**config.mk**
```make
export PLATFORM = sky130hd
export DESIGN_NAME = hwl_seq
export DESIGN_NICKNAME = d
export VERILOG_FILES = /design/src/rtl/hwl_pkg.sv /design/src/rtl/hwl_lifo.sv /design/src/rtl/hwl_cond_eval.sv /design/src/rtl/hwl_seq.sv
export SDC_FILE = /design/constraint.sdc
export NUM_CORES = 1
export LEC_CHECK = 0
export BUFFER_PORTS_ARGS = -buffer_cell sky130_fd_sc_hd__buf_2
export CAP_MARGIN = 25
export CELL_PAD_IN_SITES_DETAIL_PLACEMENT = 1
export CELL_PAD_IN_SITES_GLOBAL_PLACEMENT = 2
export CORE_MARGIN = 1.5
export CORE_UTILIZATION = 45
export DETAILED_ROUTE_END_ITERATION = 10
export PLACE_DENSITY_LB_ADDON = 0.1
export SYNTH_ARGS = -nofsm -noshare
export SYNTH_HDL_FRONTEND = slang
export SYNTH_SLANG_ARGS = --single-unit
```
**constraint.sdc**
```tcl
create_clock -name clk -period 9.2 [get_ports clk]
set_clock_uncertainty 0.15 [all_clocks]
set_input_delay 1.84 -clock clk [delete_from_list [all_inputs] [get_ports clk]]
set_output_delay 1.84 -clock clk [all_outputs]
set_load 0.005 [all_outputs]
```
**src/rtl/hwl_pkg.sv**
```systemverilog
package hwl_pkg;
    localparam int ADDR_W = 16;
    localparam int CNT_W  = 16;
    localparam int FLAG_W = 8;
    localparam int FSEL_W = $clog2(FLAG_W);
    localparam int COND_W = FSEL_W + 1;

    typedef logic [ADDR_W-1:0] addr_t;
    typedef logic [COND_W-1:0] cond_t;
    typedef logic [CNT_W-1:0]  count_t;

    // all-ones condition code selects the iteration counter
    localparam cond_t COND_CNT = '1;

    typedef struct packed {
        addr_t  end_addr;
        cond_t  cond;
        count_t count;
    } loop_ent_t;

    function automatic addr_t addr_inc(addr_t a);
        return a + addr_t'(1);
    endfunction
endpackage

```
**src/rtl/hwl_lifo.sv**
```systemverilog
module hwl_lifo #(
    parameter int W     = 16,
    parameter int DEPTH = 4
) (
    input  logic                       clk,
    input  logic                       rst,
    input  logic                       push,
    input  logic                       pop,
    input  logic                       wr_top,
    input  logic [W-1:0]               din,
    output logic [W-1:0]               top,
    output logic                       empty,
    output logic                       ovf,
    output logic [$clog2(DEPTH+1)-1:0] depth
);
    localparam int DW = $clog2(DEPTH + 1);
    localparam int IW = $clog2(DEPTH);

    logic [W-1:0]  mem [DEPTH];
    logic [DW-1:0] cnt;
    logic [DW-1:0] cnt_m1;
    logic [IW-1:0] top_idx;
    logic [IW-1:0] wr_idx;

    assign cnt_m1  = cnt - 1'b1;
    assign top_idx = cnt_m1[IW-1:0];
    assign wr_idx  = cnt[IW-1:0];
    assign empty   = (cnt == '0);
    assign depth   = cnt;
    assign top     = empty ? '0 : mem[top_idx];

    always_ff @(posedge clk) begin
        if (rst) begin
            cnt <= '0;
            ovf <= 1'b0;
        end else if (push) begin
            if (cnt == DW'(DEPTH)) begin
                ovf <= 1'b1;
            end else begin
                mem[wr_idx] <= din;
                cnt         <= cnt + 1'b1;
            end
        end else if (pop) begin
            if (!empty) cnt <= cnt_m1;
        end else if (wr_top && !empty) begin
            mem[top_idx] <= din;
        end
    end
endmodule

```
**src/rtl/hwl_cond_eval.sv**
```systemverilog
module hwl_cond_eval
    import hwl_pkg::*;
(
    input  cond_t               cond,
    input  logic [FLAG_W-1:0]   flags,
    input  count_t              count,
    output logic                term
);
    logic [FSEL_W-1:0] sel;
    assign sel = cond[FSEL_W-1:0];

    always_comb begin
        if (cond == COND_CNT)
            term = (count == count_t'(1));
        else if (cond[COND_W-1])
            term = !flags[sel];
        else
            term = flags[sel];
    end
endmodule

```
**src/rtl/hwl_seq.sv**
```systemverilog
module hwl_seq
    import hwl_pkg::*;
#(
    parameter int PC_DEPTH = 16,
    parameter int LP_DEPTH = 4
) (
    input  logic              clk,
    input  logic              rst,
    input  logic [15:0]       pc_i,
    input  logic              do_start_i,
    input  logic [15:0]       do_end_i,
    input  logic [3:0]        do_cond_i,
    input  logic [15:0]       do_cnt_i,
    input  logic [7:0]        flags_i,
    input  logic              ext_push_i,
    input  logic              ext_pop_i,
    input  logic [15:0]       ext_data_i,
    output logic [15:0]       next_pc_o,
    output logic [15:0]       pc_top_o,
    output logic              pc_empty_o,
    output logic              pc_ovf_o,
    output logic              lp_empty_o,
    output logic              lp_ovf_o
);
    localparam int PDW = $clog2(PC_DEPTH + 1);
    localparam int LDW = $clog2(LP_DEPTH + 1);
    localparam int LEW = $bits(loop_ent_t);

    loop_ent_t      lp_top;
    loop_ent_t      lp_din;
    logic           at_end;
    logic           term;
    logic           loop_back;
    logic           loop_exit;
    logic           cnt_dec;
    logic           pc_push;
    logic           pc_pop;
    addr_t          pc_din;
    addr_t          pc_inc;
    logic [PDW-1:0] pc_depth;
    logic [LDW-1:0] lp_depth;
    logic [LEW-1:0] lp_top_raw;

    assign pc_inc    = addr_inc(pc_i);
    assign lp_top    = loop_ent_t'(lp_top_raw);
    assign at_end    = !lp_empty_o && (pc_i == lp_top.end_addr);
    assign loop_back = at_end && !term;
    assign loop_exit = at_end && term;
    assign cnt_dec   = loop_back && (lp_top.cond == COND_CNT);

    // exit lands on end+1, which equals pc_i+1 here
    assign next_pc_o = loop_back ? pc_top_o : pc_inc;

    assign pc_push = do_start_i || ext_push_i;
    assign pc_pop  = loop_exit || ext_pop_i;
    assign pc_din  = do_start_i ? pc_inc : ext_data_i;

    always_comb begin
        if (do_start_i) begin
            lp_din.end_addr = do_end_i;
            lp_din.cond     = do_cond_i;
            lp_din.count    = do_cnt_i;
        end else begin
            lp_din       = lp_top;
            lp_din.count = lp_top.count - count_t'(1);
        end
    end

    hwl_cond_eval u_cond (
        .cond  (lp_top.cond),
        .flags (flags_i),
        .count (lp_top.count),
        .term  (term)
    );

    hwl_lifo #(.W(ADDR_W), .DEPTH(PC_DEPTH)) u_pc_stack (
        .clk    (clk),
        .rst    (rst),
        .push   (pc_push),
        .pop    (pc_pop),
        .wr_top (1'b0),
        .din    (pc_din),
        .top    (pc_top_o),
        .empty  (pc_empty_o),
        .ovf    (pc_ovf_o),
        .depth  (pc_depth)
    );

    hwl_lifo #(.W(LEW), .DEPTH(LP_DEPTH)) u_lp_stack (
        .clk    (clk),
        .rst    (rst),
        .push   (do_start_i),
        .pop    (loop_exit),
        .wr_top (cnt_dec),
        .din    (lp_din),
        .top    (lp_top_raw),
        .empty  (lp_empty_o),
        .ovf    (lp_ovf_o),
        .depth  (lp_depth)
    );
endmodule

```
* After elaboration in Yosys (flattened, before gate mapping)
Memory sizes are Yosys's and may differ from the RTL's. Cells that the tools add are included.
Operators by class: $add $sub $neg 6, order comparisons 1, equal/unequal tests 9, mux-type cells 33, reduce and logical (&&, ||, !) cells 19
Operators by type and width (number):
- $mux 36 | 3
- $mux 16 | 3
- $reduce_or 36->1 | 1
- $mux 5 | 4
- $mux 1 | 17
- $add 16x1->16 const B | 1
- $eq 16x1->1 const B | 1
- $eq 16x16->1 | 1
- $sub 16x1->16 const B | 1
- $mux 3 | 4
- $ne 2x2->1 const B | 4
- $reduce_and 3->1 | 2
- $add 5x1->5 const B | 1
- $eq 5x5->1 const B | 1
- $logic_and 1x1->1 | 5
- $logic_not 5->1 | 1
- $sub 5x1->5 const B | 1
- $eq 4x4->1 const B | 1
- $lt 3x4->1 const B | 1
- $reduce_and 2->1 | 2
- $reduce_bool 2->1 | 2
- $add 3x1->3 const B | 1
- $bmux 1 s3 | 1
- $eq 3x3->1 const B | 1
- other kinds (5) | 8
Word-level totals: bits in registers 10, memory bits (writable) 400, input bits 81, output and inout port bits 36, word-level logic and storage cells 74, memories kept 2
Memory list:
- u_pc_stack.mem | words 16, bits a word 16, rd ports 1, clocked after Yosys merged registers in 0, wr ports 1, RTL line hwl_lifo.sv:19 | logic [W-1:0] mem [DEPTH];
- u_lp_stack.mem | words 4, bits a word 36, rd ports 1, clocked after Yosys merged registers in 0, wr ports 1, RTL line hwl_lifo.sv:19

* Depth between registers and ports, before layout
An unclocked memory read counts as a cell.
depth after elaboration 19, mapped depth 20, gate-level depth less buffers 12

* By module
A second synthesis with hierarchy kept.
Unflattened totals: cells, all modules 1027, area total of the unflattened synthesis 18169.9 sq um
By module, submodules not included:
- hwl_lifo at u_pc_stack | instances 1, cells each 496, area an instance 10600.2 sq um, sequential area each 7807.5 sq um
- hwl_lifo at u_lp_stack | instances 1, cells each 287, area an instance 5883.1 sq um, sequential area each 4404.2 sq um
- hwl_seq | instances 1, cells each 232, area an instance 1562.7 sq um, sequential area each 0.0 sq um
- hwl_cond_eval | instances 1, cells each 12, area an instance 123.9 sq um, sequential area each 0.0 sq um

* Least setup slack after synthesis
No wires, ideal clock.
path kind register -> register, start register u_lp_stack.cnt[0], in the netlist u_lp_stack.depth[0], end memory u_lp_stack.mem[0][0] (netlist bit), enable pin, library setup time 0.529 ns, arrival 7.202 ns, required time 8.521 ns, setup slack 1.319 ns, cell stages (with the launch flop) 19, buffers on the path 7, period minus slack after synthesis 7.881 ns, path through dfxtp_1 buf_6 buf_6 buf_4 inv_2 ha_1 buf_2 buf_1 buf_2 mux4_2 nand2_1 inv_1 ha_1 nand2_1 nor4b_1 a221o_1 a21bo_1 buf_6 o41ai_1
On the way: word-level cells in the longest chain between the ends 19, elaborated cells on any way between the ends 32, classes of those cells add/sub (1); eq/ne (4); mux (16); reduce/logical (10); memory (1)
RTL lines:
- from (decl) | RTL line hwl_lifo.sv:20 | logic [DW-1:0] cnt;
- from (signal assigned) | RTL line hwl_lifo.sv:41 | cnt <= cnt + 1'b1;
- from (signal assigned) | RTL line hwl_lifo.sv:44 | if (!empty) cnt <= cnt_m1;
- $sub 3x1->3 | RTL line hwl_lifo.sv:25 | assign cnt_m1 = cnt - 1'b1;
- $mem_v2 4x36
- $mux 36 | RTL line hwl_lifo.sv:30 | assign top = empty ? '0 : mem[top_idx];
- $bmux 1 s3 | RTL line hwl_cond_eval.sv:16, hwl_cond_eval.sv:18
- $mux 1 (implied by the code) | RTL line hwl_cond_eval.sv:16, hwl_cond_eval.sv:18
- $logic_not 1->1 | RTL line hwl_cond_eval.sv:16 | term = !flags[sel];
- $mux 1 | RTL line hwl_cond_eval.sv:15 | else if (cond[COND_W-1])
- $mux 1 | RTL line hwl_cond_eval.sv:13 | if (cond == COND_CNT)
- (+3 left out)
- $logic_and 1x1->1 | RTL line hwl_lifo.sv:45 | end else if (wr_top && !empty) begin
- $mux 1 | RTL line hwl_lifo.sv:45
- $mux 1 | RTL line hwl_lifo.sv:43 | end else if (pop) begin
- $mux 1 | RTL line hwl_lifo.sv:36 | end else if (push) begin
- $mux 1 | RTL line hwl_lifo.sv:33 | if (rst) begin
- $mux 1 (implied by the code) | RTL line hwl_lifo.sv:46 | mem[top_idx] <= din;
- $reduce_or 36->1 (no source line)
- $mux 2 (no source line) or $mux 1 (tied branches)
- to (decl) | RTL line hwl_lifo.sv:19
Parallel ways exist; a longest one is shown, timed or not. The select of a mux whose other input is x is not followed.

* Final worst setup path
start register u_lp_stack.cnt[1], in the netlist u_lp_stack.depth[1], end output next_pc_o[1]
On the way: word-level cells in the longest chain between the ends 11, elaborated cells on any way between the ends 17, classes of those cells add/sub (1); eq/ne (3); mux (6); reduce/logical (6); memory (1)
RTL lines:
- $sub 3x1->3 | RTL line hwl_lifo.sv:25
- $mem_v2 4x36
- $mux 36 | RTL line hwl_lifo.sv:30
- $bmux 1 s3 | RTL line hwl_cond_eval.sv:16, hwl_cond_eval.sv:18
- $mux 1 (implied by the code) | RTL line hwl_cond_eval.sv:16, hwl_cond_eval.sv:18
- $logic_not 1->1 | RTL line hwl_cond_eval.sv:16
- $mux 1 | RTL line hwl_cond_eval.sv:15
- $mux 1 | RTL line hwl_cond_eval.sv:13
- $logic_not 1->1 | RTL line hwl_seq.sv:47 | assign loop_back = at_end && !term;
- $logic_and 1x1->1 (*) | RTL line hwl_seq.sv:47
- $mux 16 (*) | RTL line hwl_seq.sv:52 | assign next_pc_o = loop_back ? pc_top_o : pc_inc;
- to (decl) | RTL line hwl_seq.sv:18 | output logic [15:0] next_pc_o,
Every way passes the cells marked *; elsewhere a longest branch is shown, timed or not. The select of a mux whose other input is x is not followed.

==> results by group <==
Power and ir drop
  • Cell Pwr Density: ~260 nW/µm²
  • Int Power: 3730 µW
  • Tot Pwr: about 5400 µW
  • Switching Share: between 30% and 40%
  • Share of power burned in registers: between 40% and 50%
  • Lkg Pwr: between 0.007 and 0.008 µW
  • Psw: around 1600 µW
  • Comb power frac: between 20% and 30%
  • Clock share of power: between 30% and 40%
  • Max IR drop VDD: about 0.18 mV

Timing
  • Worst slew pin tran: between 0.9 and 1 ns
  • RSZ-0062 raised after global routing: no
  • Fin crit share: 76.1%
  • Max-slew headroom: a little under two fifths
  • Slew Limit Fails: 0
  • Setup TNS: 0 ns
  • Final Hold Viols: 0
  • Final setup fails: 0
  • Highest clock rate: 143 MHz
  • Final period demand of the worst path: approximately 7 ns

Setup path
  • Data arrival, critical path: around 5.0 ns
  • Required time worst endpoint: between 7 and 8 ns
  • Reg2reg setup slack: 3.58 ns
  • CP Max Fanout: 32
  • CP Class: flop to output port
  • Crit path capture type: output port
  • Startpoint types: flop

Die
  • Starting density of the core: a little under half
  • DIE HEIGHT: roughly 200 µm
  • Standard-cell rows: a little over 70
  • I/O pins: 117
  • Die area: around 40000 µm²
  • Core Box Area: approximately 39000 µm²
  • Die Wd: 201 µm

Logic synthesis
  • Syn nets: between 1000 and 1500
  • Top-area cell type share of the netlist area: between 60% and 70%
  • Yosys reg bits: 410
  • Most used DFF post-synth: edfxtp_1
  • Synthesis warning total: 0
  • EDFF count, synth: 400
  • Mapped cell area: around 18000 µm²
  • Asr flop ratio synth: 0%
  • Distinct cells, synth: 63
  • Post-Syn Area per Cell: about 16 µm²
  • List of most frequent post-synthesis cells: 400 x edfxtp_1, 125 x nand2_1, 97 x mux4_2, 77 x nor2_1, 43 x nand3_1
  • Cell accounting for the most synthesized area: edfxtp_1
  • Mapped Cells: ~1100
  • Synth top area cells: edfxtp_1 68%, mux4_2 12%, nand2_1 2.7%
  • Count leader, synth: edfxtp_1
  • Sequential area share after synthesis: between 60% and 70%

Final layout
  • Flip-flop and latch area: between 10000 and 15000 µm²
  • Final net count: between 1000 and 1500
  • Area growth syn-to-layout: 16.5%
  • # diodes: 0
  • Multi-input gate area: between 5000 and 6000 µm²
  • Share of cells above drive strength 1: roughly 30%
  • Fillers: between 3000 and 4000

GRT
  • Total grt overflow: 0
  • Initial antenna violation count: 0
  • Largest net degree at the start of global routing: 68
  • Number of global-route vias before repair: 11000
  • Gr usage total: between 20% and 30%
  • First-pass GRT wire length: approximately 71000 µm

Job
  • Maxcap violations: 0

Detailed routing
  • Antenna-violating nets left: 0
  • Total routed wirelength: 47200 µm
  • First-pass DRT Iterations: 5
  • Via count: 10200
  • Vias per cell: 5.69
  • Drt initial violations: 680
  • Post-DR wirelength/cell: around 26 µm
  • DRC Markers: 0

Placed design
  • GP Congestion: around 0.78
  • Final HPWL from detailed placement: 30000 µm
  • IO Port Bufs: 116

Clock network
  • CTS Hold Buffers Added: 0
  • CTS tree: yes
  • Num CTS Buffers: 44
  • Worst skew pair latency: 0.57 ns
  • Clk buf depth: 3
  • Clk pin slew, worst setup/hold paths: roughly 0.060 ns
  • Root Buffer: clkbuf_16
  • H-tree levels: 2
  • Post-CTS setup buffer count: 0
  • Resize count post-CTS: 0
  • CTS sink count: slightly above 400

Min path
  • Worst min-delay path class: flop to flop

Outcome
  • Status: complete, no violations
-- layout make-up --
cell class / instances / area share, %
clock buffer: 54 / 5.74
multi-input combinational: 598 / 25.4
sequential: 410 / 59.5
inverter: 16 / 0.292
clock inverter: 26 / 1.23
timing repair buffer: 168 / 4.76
tap: 518 / 3.16
-- cell usage in the layout (no fill, tap or decap), types with 9 or more instances in the layout --
cell type	n
clkinv_2	10
o21ai_0	26
mux4_2	97
mux2_2	13
buf_2	115
a21oi_1	38
xnor2_1	20
and3_1	22
nand2_1	125
mux2i_1	9
clkbuf_16	44
ha_1	9
edfxtp_1	400
xor2_1	17
a22o_1	13
nand3_1	43
buf_4	52
nor2_1	65
inv_1	14
nor2_2	12
-- power groups by stage --
stage               sequential [µW]  combinational, µW  clock [µW]
CTS                            2210               1420        1790
global placement               2250               1400           0
global route                   2220               1530        1840
detailed placement             2250               1410           0
finish                         2210               1400        1750
floorplan                      2220                892           0
-- sequential cells by signal, indices dropped and copies added (netlist names) --
name / count
u_pc_stack.mem: 256
u_pc_stack.depth: 5
u_lp_stack.mem: 144
u_lp_stack.ovf: 1
u_pc_stack.ovf: 1
u_lp_stack.depth: 3
-- cell families after synthesis --
kind of cell	count (synthesis)	synth area share (%)
simple gates	311	8.01
xor+xnor	40	1.99
mux	119	13.7
buf+inv	73	1.77
fa+ha+maj	11	0.781
compound gates	117	4.46
flops	410	69.3
-- worst max-delay path, cell delays in order (launching register included) --
cell     delay (ns)
dfxtp_1        0.39
inv_1          0.08
ha_2           0.76
buf_4          0.47
mux4_2         0.41
nor4_1         0.61
nor4b_1        0.32
a221o_1        0.29
a21bo_1        0.18
buf_4          0.38
mux2_2         0.38
buf_2          0.13
-- per-layer routing --
metal / GRT usage [%] / wire length (µm)
met1: 31.0 / 19600
met3: 3.85 / 1970
met2: 41.4 / 24100
met5: 0 / 0
met4: 8.40 / 1510
-- worst paths after layout --
path,start,endpoint,depth (start not counted)
max,u_lp_stack.depth[1]$_SDFFE_PP0P_,next_pc_o[1],11
min,u_pc_stack.ovf$_SDFFE_PP0P_,u_pc_stack.ovf$_SDFFE_PP0P_,2
max reg2reg,u_lp_stack.depth[1]$_SDFFE_PP0P_,u_lp_stack.mem[3][27]$_DFFE_PP_,12
min reg2reg,u_pc_stack.ovf$_SDFFE_PP0P_,u_pc_stack.ovf$_SDFFE_PP0P_,2
-- metrics by stage --
stage / setup slack [ns] / hold slack, ns / cell area, µm² / utilization, % / instances
floorplan: 1.32 / 0.311 / 17600 / - / 1081
global placement: 2.82 / 0.316 / 19000 / 49.2 / 1699
detailed placement: 2.79 / 0.336 / 19100 / 49.4 / 1707
CTS: 2.14 / 0.351 / 20500 / 53.1 / 1787
global route: 1.93 / 0.373 / 20500 / 53.2 / 1790
finish: 2.20 / 0.339 / 20500 / 53.2 / 1790
(Power assumes the default switching activity.)
